## config.mk

```make
export PLATFORM = sky130hd
export DESIGN_NAME = nmi_arbiter
export DESIGN_NICKNAME = d
export VERILOG_FILES = /design/src/rtl/nmi_arb_pkg.sv /design/src/rtl/nmi_edge_pend.sv /design/src/rtl/nmi_low_pick.sv /design/src/rtl/nmi_svc_state.sv /design/src/rtl/nmi_arbiter.sv
export SDC_FILE = /design/constraint.sdc
export NUM_CORES = 1
export LEC_CHECK = 0
export BUFFER_PORTS_ARGS = -buffer_cell sky130_fd_sc_hd__buf_2
export CAP_MARGIN = 20
export CORE_ASPECT_RATIO = 0.7
export CORE_UTILIZATION = 40
export CTS_CLUSTER_DIAMETER = 40
export CTS_CLUSTER_SIZE = 28
export DETAILED_ROUTE_END_ITERATION = 16
export GPL_ROUTABILITY_DRIVEN = 0
export HOLD_SLACK_MARGIN = 0.05
export PLACE_DENSITY = 0.64
export RECOVER_POWER = 25
export SLEW_MARGIN = 20
export SYNTH_ARGS = -nofsm -noshare
export SYNTH_HDL_FRONTEND = slang
export SYNTH_SLANG_ARGS = --single-unit
```

## constraint.sdc

```tcl
create_clock -name clk -period 2.54 [get_ports clk]
set_input_delay 0.127 -clock clk [delete_from_list [all_inputs] [get_ports clk]]
set_output_delay 0.127 -clock clk [all_outputs]
set_load 0.05 [all_outputs]
```

## src/rtl/nmi_arb_pkg.sv

```systemverilog
package nmi_arb_pkg;
  typedef enum logic [1:0] {
    WIN_NONE = 2'd0,
    WIN_SYS  = 2'd1,
    WIN_USR  = 2'd2,
    WIN_MSK  = 2'd3
  } win_e;
endpackage

```

## src/rtl/nmi_edge_pend.sv

```systemverilog
module nmi_edge_pend #(
  parameter int N = 3
) (
  input  logic         clk,
  input  logic         rst,
  input  logic [N-1:0] req,
  input  logic [N-1:0] clr,
  output logic [N-1:0] pend
);
  logic [N-1:0] prev;

  for (genvar g = 0; g < N; g++) begin : g_src
    always_ff @(posedge clk) begin
      if (rst) begin
        prev[g] <= 1'b0;
        pend[g] <= 1'b0;
      end else begin
        prev[g] <= req[g];
        // a fresh edge wins over a clear in the same cycle
        pend[g] <= (pend[g] & ~clr[g]) | (req[g] & ~prev[g]);
      end
    end
  end
endmodule

```

## src/rtl/nmi_low_pick.sv

```systemverilog
module nmi_low_pick #(
  parameter int N  = 4,
  parameter int IW = 4
) (
  input  logic [N-1:0]  req,
  output logic          hit,
  output logic [IW-1:0] idx
);
  always_comb begin
    hit = |req;
    idx = '0;
    for (int i = N - 1; i >= 0; i--) begin
      if (req[i]) idx = IW'(i);
    end
  end
endmodule

```

## src/rtl/nmi_svc_state.sv

```systemverilog
module nmi_svc_state (
  input  logic clk,
  input  logic rst,
  input  logic acc_sys,
  input  logic acc_usr,
  input  logic reti,
  input  logic instr_ret,
  output logic sys_busy,
  output logic usr_busy,
  output logic gap
);
  always_ff @(posedge clk) begin
    if (rst) begin
      sys_busy <= 1'b0;
      usr_busy <= 1'b0;
      gap      <= 1'b0;
    end else begin
      if (reti && sys_busy) begin
        sys_busy <= 1'b0;
        gap      <= 1'b1;
      end else begin
        if (reti && usr_busy) usr_busy <= 1'b0;
        if (instr_ret) gap <= 1'b0;
      end
      if (acc_sys) sys_busy <= 1'b1;
      if (acc_usr) usr_busy <= 1'b1;
    end
  end
endmodule

```

## src/rtl/nmi_arbiter.sv

```systemverilog
module nmi_arbiter
  import nmi_arb_pkg::*;
#(
  parameter int N_SYS = 3,
  parameter int N_USR = 2,
  parameter int N_MSK = 8,
  localparam int N_ALL = N_SYS + N_USR + N_MSK,
  localparam int IDX_W = $clog2(N_ALL)
) (
  input  logic             clk,
  input  logic             rst,
  input  logic [N_SYS-1:0] sys_req,
  input  logic [N_SYS-1:0] sys_en,
  input  logic [N_USR-1:0] usr_req,
  input  logic [N_USR-1:0] usr_en,
  input  logic [N_MSK-1:0] msk_req,
  input  logic [N_MSK-1:0] msk_en,
  input  logic             gie,
  input  logic             ack,
  input  logic             reti,
  input  logic             instr_ret,
  output logic             take,
  output logic [IDX_W-1:0] vec,
  output logic             sys_busy,
  output logic             usr_busy
);
  localparam logic [IDX_W-1:0] USR_BASE = IDX_W'(N_SYS);
  localparam logic [IDX_W-1:0] MSK_BASE = IDX_W'(N_SYS + N_USR);

  logic [N_SYS-1:0] sys_pend, sys_clr;
  logic [N_USR-1:0] usr_pend, usr_clr;
  logic             sys_hit, usr_hit, msk_hit;
  logic [IDX_W-1:0] sys_idx, usr_idx, msk_idx, win_idx;
  logic             gap, accept, acc_sys, acc_usr, fire;
  logic             take_q;
  logic [IDX_W-1:0] vec_q;
  win_e             win;

  assign accept  = take_q & ack;
  assign acc_sys = accept & (vec_q < USR_BASE);
  assign acc_usr = accept & (vec_q >= USR_BASE) & (vec_q < MSK_BASE);

  for (genvar s = 0; s < N_SYS; s++) begin : g_sclr
    assign sys_clr[s] = accept & (vec_q == IDX_W'(s));
  end
  for (genvar u = 0; u < N_USR; u++) begin : g_uclr
    assign usr_clr[u] = accept & (vec_q == IDX_W'(N_SYS + u));
  end

  nmi_edge_pend #(.N(N_SYS)) u_sys_pend (
    .clk(clk), .rst(rst), .req(sys_req), .clr(sys_clr), .pend(sys_pend)
  );
  nmi_edge_pend #(.N(N_USR)) u_usr_pend (
    .clk(clk), .rst(rst), .req(usr_req), .clr(usr_clr), .pend(usr_pend)
  );

  nmi_low_pick #(.N(N_SYS), .IW(IDX_W)) u_sys_pick (
    .req(sys_pend & sys_en), .hit(sys_hit), .idx(sys_idx)
  );
  nmi_low_pick #(.N(N_USR), .IW(IDX_W)) u_usr_pick (
    .req(usr_pend & usr_en), .hit(usr_hit), .idx(usr_idx)
  );
  nmi_low_pick #(.N(N_MSK), .IW(IDX_W)) u_msk_pick (
    .req(msk_req & msk_en), .hit(msk_hit), .idx(msk_idx)
  );

  nmi_svc_state u_state (
    .clk(clk), .rst(rst), .acc_sys(acc_sys), .acc_usr(acc_usr),
    .reti(reti), .instr_ret(instr_ret),
    .sys_busy(sys_busy), .usr_busy(usr_busy), .gap(gap)
  );

  always_comb begin
    win = WIN_NONE;
    if (!sys_busy) begin
      if (sys_hit)                    win = WIN_SYS;
      else if (!usr_busy && usr_hit)  win = WIN_USR;
      else if (!usr_busy && gie && msk_hit) win = WIN_MSK;
    end
    case (win)
      WIN_SYS: win_idx = sys_idx;
      WIN_USR: win_idx = USR_BASE + usr_idx;
      WIN_MSK: win_idx = MSK_BASE + msk_idx;
      default: win_idx = '0;
    endcase
    fire = !take_q && !gap && (win != WIN_NONE);
  end

  always_ff @(posedge clk) begin
    if (rst) begin
      take_q <= 1'b0;
      vec_q  <= '0;
    end else if (accept) begin
      take_q <= 1'b0;
    end else if (fire) begin
      take_q <= 1'b1;
      vec_q  <= win_idx;
    end
  end

  assign take = take_q;
  assign vec  = vec_q;
endmodule

```

Word level (Yosys, flattened, before mapping)
Cells that the tools add are included.
Cells by class
  $add $sub $neg: 2
  order comparisons: 3
  equal/unequal tests: 8
  multiplexer cells: 25
  bitwise gates (word level): 38
  reduce and logical (&&, ||, !) cells: 21
Operators with widths (number)
  3-bit two-way mux: 8
  1-bit bitwise AND: 19
  2-bit two-way mux: 7
  4-bit case mux with 3 select lines: 1
  1-bit inverter: 11
  1-bit two-way mux: 9
  8-bit bitwise AND: 1
  4-bit by 2-bit equality test with 1-bit output (second input constant): 2
  2-bit nonzero test: 4
  8-bit OR reduction: 1
  1-bit logical AND: 7
  1-bit OR: 5
  2-bit by 4-bit adder with 4-bit output (first input constant): 1
  3-bit by 4-bit adder with 4-bit output (first input constant): 1
  2-bit equality test (second input constant): 2
  4-bit by 1-bit equality test with 1-bit output (second input constant): 1
  4-bit by 3-bit equality test with 1-bit output (second input constant): 1
  4-bit by 2-bit >= comparator with 1-bit output (second input constant): 1
  4-bit zero test: 1
  4-bit by 2-bit less-than comparator with 1-bit output (second input constant): 1
  4-bit by 3-bit less-than comparator with 1-bit output (second input constant): 1
  2-bit AND reduction: 2
  2-bit OR reduction: 2
  3-bit bitwise AND: 1
  other kinds (5): 7
Storage, ports and cells
  bits in registers: 18

Longest topological paths before layout
  depth after elaboration: 11
  gate-level depth with buffers: 9
  gate-level depth less buffers: 9

By module
From an unflattened synthesis, not the netlist that was laid out.
Unflattened totals
  cell total of the unflattened synthesis: 139
  area, all modules: 1166.1 um^2
By module, submodules not included
  nmi_arbiter: times used 1, cells each 70, area each 518.0 um^2
  nmi_edge_pend (u_sys_pend): times used 1, cells each 18, area each 217.7 um^2
  nmi_edge_pend (u_usr_pend): times used 1, cells each 12, area each 150.1 um^2
  nmi_svc_state: times used 1, cells each 12, area each 110.1 um^2
  nmi_low_pick (u_msk_pick): times used 1, cells each 15, area each 92.6 um^2
  nmi_low_pick (u_sys_pick ...): times used 2, cells each 6, area each 38.8 um^2

Worst setup path after synthesis
Ideal clock, no wire load.
  path type: register -> register
  from: reg u_state.sys_busy
  to: reg vec_q[2] (netlist: vec[2])
  arrival: 1.959 ns
  slack: 0.493 ns
  cell stages (with the launch flop): 6
  path buffers: 0
  period minus slack after synthesis: 2.047 ns
  cell sequence: dfxtp_1 -> a221o_1 -> or3b_4 -> a221oi_4 -> o32ai_1 -> o32ai_2
On the way
  longest elaborated chain between the ends: 4
  elaborated cells between the ends (all ways): 8
Ends and longest elaborated chain
  start, declared: line nmi_svc_state.sv:8  | output logic sys_busy,
  start signal, assigned: line nmi_svc_state.sv:14  | sys_busy <= 1'b0;
  start signal, assigned: line nmi_svc_state.sv:19  | sys_busy <= 1'b0;
  start signal, assigned: line nmi_svc_state.sv:25  | if (acc_sys) sys_busy <= 1'b1;
  2-bit two-way mux (*): line nmi_arbiter.sv:75  | if (!sys_busy) begin
  parallel branches: the longest is 3 deep, another holds 4-bit case mux with 3 select lines
  end signal, assigned: line nmi_arbiter.sv:97  | vec_q <= win_idx;
  end, declared: line nmi_arbiter.sv:36  | logic [IDX_W-1:0] vec_q;
Every way passes the cells marked *.
A chain may end at the register's enable or synchronous reset.

Worst setup path in the final report
  from: reg u_usr_pend.pend[0]
  to: reg vec_q[1] (netlist: vec[1])
On the way
  longest elaborated chain between the ends: 9
  elaborated cells between the ends (all ways): 15
Ends and longest elaborated chain
  start, declared: line nmi_edge_pend.sv:8  | output logic [N-1:0] pend
  start signal, assigned by index: line nmi_edge_pend.sv:20  | pend[g] <= (pend[g] & ~clr[g]) | (req[g] & ~prev[g]);
  2-bit bitwise AND (*): line nmi_arbiter.sv:61  | .req(usr_pend & usr_en), .hit(usr_hit), .idx(usr_idx)
  parallel branches: the longest is 8 deep, another holds 4-bit case mux with 3 select lines
Marked as above.

==> metrics.md <==
| Metric | Value |
|---|---|
| Die area | about 2800 sq um |
| Critical path endpoint category | flip-flop |
| Combinational share of power | 0.340 |
| Nets | around 190 |
| Async SR Flop Fraction | 0 |
| Synthesized cell area | 1020 sq um |
| Maxcap violations | 0 |
| Synth cell types | 37 |
| Crit share post-route | 0.787 |
| Largest net degree at the start of global routing | 17 |
| DR pass1 iterations | 4 |
| Power per cell area | between 600 and 700 nW/um^2 |
| Mapped Cells | 119 |
| Synth Register Bits | 18 |
| Syn_nets | 152 |
| Global-route wire length before repair | 4170 microns |
| Cts hold-fix bufs | 0 |
| Sequential fraction of the synthesis area | 0.353 |
| Chip Width | 62.4 microns |
| Routed Antenna Nets | 0 |
| Clock buffer depth | 2 |
| Port Buffer Count | 38 |
| Post-synth EDFFs | 0 |
| Hold Crit Class | in -> reg |
| CP Max Fanout | 6 |
| Fin Setup TNS | 0 ps |
| Area of the multi-input gates | 637 sq um |
| Die Y | ~44 microns |
| Peak VDD IR | 0.000301 V |
| Initial antenna violation count | 0 |
| Starting DRT DRC Count | 64 |
| Num ports | 39 |
| Critical Path RT | roughly 2700 ps |
| GR Overflow Total | 0 |
| Area grow syn2layout | 25.3% |
| Post-CTS setup buffer count | 0 |
| Final HPWL DP | 2100 microns |
| Cell internal pwr | 499 uW |
| Sequential Power Share | 0.437 |
| # diodes | 0 |
| Worst Setup Start Kind | flip-flop |
| Final hold violations | 0 |
| Outcome | finished, final reports clean |
| Most frequent cells in the layout | 37 x buf_2, 18 x dfxtp_1, 12 x nand2_1 |
| Leakage | 0.552 nW |
| Setup CP Type | reg -> reg |
| DRC violations left | 0 |
| Routed WL per cell | around 13 microns |
| Cts bufs inserted | 3 |
| Clock Skews | ~2.5 ps |
| Starting density of the core | 0.448 |
| Total wire length | roughly 2600 microns |
| Post-cts gate resize count | 0 |
| Commonest non-fill, non-tap cell in the layout | buf_2 |
| CTS clk-pin slew, worst paths | 100 ps |
| CORE AREA | 2280 sq um |
| Share of cells above drive strength 1 | 0.308 |
| Fmax | 501 MHz |
| DR vias | 1,078 |
| RSZ-0062 raised after global routing | no |
| Ys Warns | 0 |
| Fillers | 222 |
| P_sw | between 200 and 300 uW |
| Worst-Skew Late Latency | 290 ps |
| Root Driver | clkbuf_4 |
| Setup-failing EPs final | 0 |
| Htree depth | 1 |
| Clock share of power | 0.223 |
| CTS tree | done |
| Sw Ratio | 0.359 |
| Main flop type after synthesis | dfxtp_1 |
| Syn avg cell area | 8.57 sq um |
| Final Critical Period | 2000 ps |
| Number of global-route vias before repair | 943 |
| Slew at the pin closest to its max-slew limit | 699 ps |
| Vias per inst | 5.64 |
| WP data arrival | approximately 2200 ps |
| Tot GR Track Use | 0.196 |
| Tot Pwr | 778 uW |
| Reg area | 360 sq um |
| Max-slew violations | 0 |
| Floorplan row count | 14 |
| Slew HR | 0.534 |
| CTS Sinks | 18 |
==> path summary, 6_finish.rpt <==
check	depth (start not counted)	slack (ps)	from	end
setup reg to reg	5	540	u_usr_pend.pend[0]$_SDFF_PP0_	vec[1]$_SDFFE_PP0P_
hold / removal	2	60	sys_req[2]	u_sys_pend.prev[2]$_SDFF_PP0_
hold reg to reg	2	470	u_state.gap$_SDFFE_PP0P_	u_state.gap$_SDFFE_PP0P_
setup / recovery	5	540	u_usr_pend.pend[0]$_SDFF_PP0_	vec[1]$_SDFFE_PP0P_
==> worst max-delay path, cell delays in order, from the launching register on <==
cell,delay [ps]
dfxtp_1,340
a221o_1,380
or3b_4,450
a221oi_4,370
or2_2,230
a311oi_1,90
==> through the flow <==
stage,utilization,hold WS (ps),cell area [sq um],std cells,worst slack [ps]
4_1_cts,0.562,51.0,1280,191,541
3_3_place_gp,0.546,356,1240,187,560
5_1_grt,0.561,55.9,1280,191,427
3_5_place_dp,0.546,361,1240,187,560
2_1_floorplan,-,199,1020,119,493
6_report,0.561,55.2,1280,191,542
==> sequential cells by signal, summed over array words and instances, names as in the netlist <==
signal	flops
take	1
vec	4
u_state.usr_busy	1
u_sys_pend.prev	3
u_usr_pend.pend	2
u_usr_pend.prev	2
u_state.sys_busy	1
u_sys_pend.pend	3
u_state.gap	1
==> synth_stat cells (2+ instances only) <==
cell	count	area share
nor3_1	4	0.020
or2_2	3	0.018
o211ai_1	2	0.015
a32o_1	2	0.020
clkbuf_1	2	0.0074
a22oi_1	3	0.022
nand3_1	2	0.0098
o211a_1	2	0.020
a211oi_1	2	0.015
a22o_1	2	0.017
o21a_1	2	0.015
a222oi_1	2	0.020
o21ai_0	7	0.034
dfxtp_1	18	0.35
o31ai_1	2	0.015
nor2_1	5	0.018
inv_1	4	0.015
nor2b_1	7	0.043
a21oi_1	11	0.054
nand2_1	12	0.044
nand2b_1	9	0.055
==> final cells by class <==
type | count | area share
multi-input combinational | 95 | 0.499
sequential | 18 | 0.282
timing repair buffer | 38 | 0.148
tap | 32 | 0.0313
clock buffer | 4 | 0.0284
inverter | 4 | 0.0118
==> metal layers <==
layer / up-vias / global-route usage / part of all wire
li1: 536 / - / -
met2: 32 / 0.319 / 0.44
met1: 508 / 0.260 / 0.51
met3: 2 / 0.0541 / 0.050
met4: 0 / 0.0512 / 0.0039
met5: - / 0 / 0
==> logic make-up (layout without fill, tap and decap cells) <==
group           Yosys count  count (layout)  synth area share
simple gates             48              48             0.258
flops                    18              18             0.353
compound gates           46              46             0.355
buf+inv                   6              46            0.0221
fa+ha+maj                 1               1            0.0123
==> power by group through the flow <==
| stage | sequential (mW) | combinational (mW) | clock [mW] |
|---|---|---|---|
| after floorplan | 0.388 | 0.139 | 0 |
| after global placement | 0.345 | 0.261 | 0 |
| after detailed placement | 0.347 | 0.264 | 0 |
| after CTS | 0.340 | 0.265 | 0.180 |
| after global routing | 0.344 | 0.289 | 0.187 |
| final | 0.340 | 0.264 | 0.173 |
(Power assumes the default switching activity.)
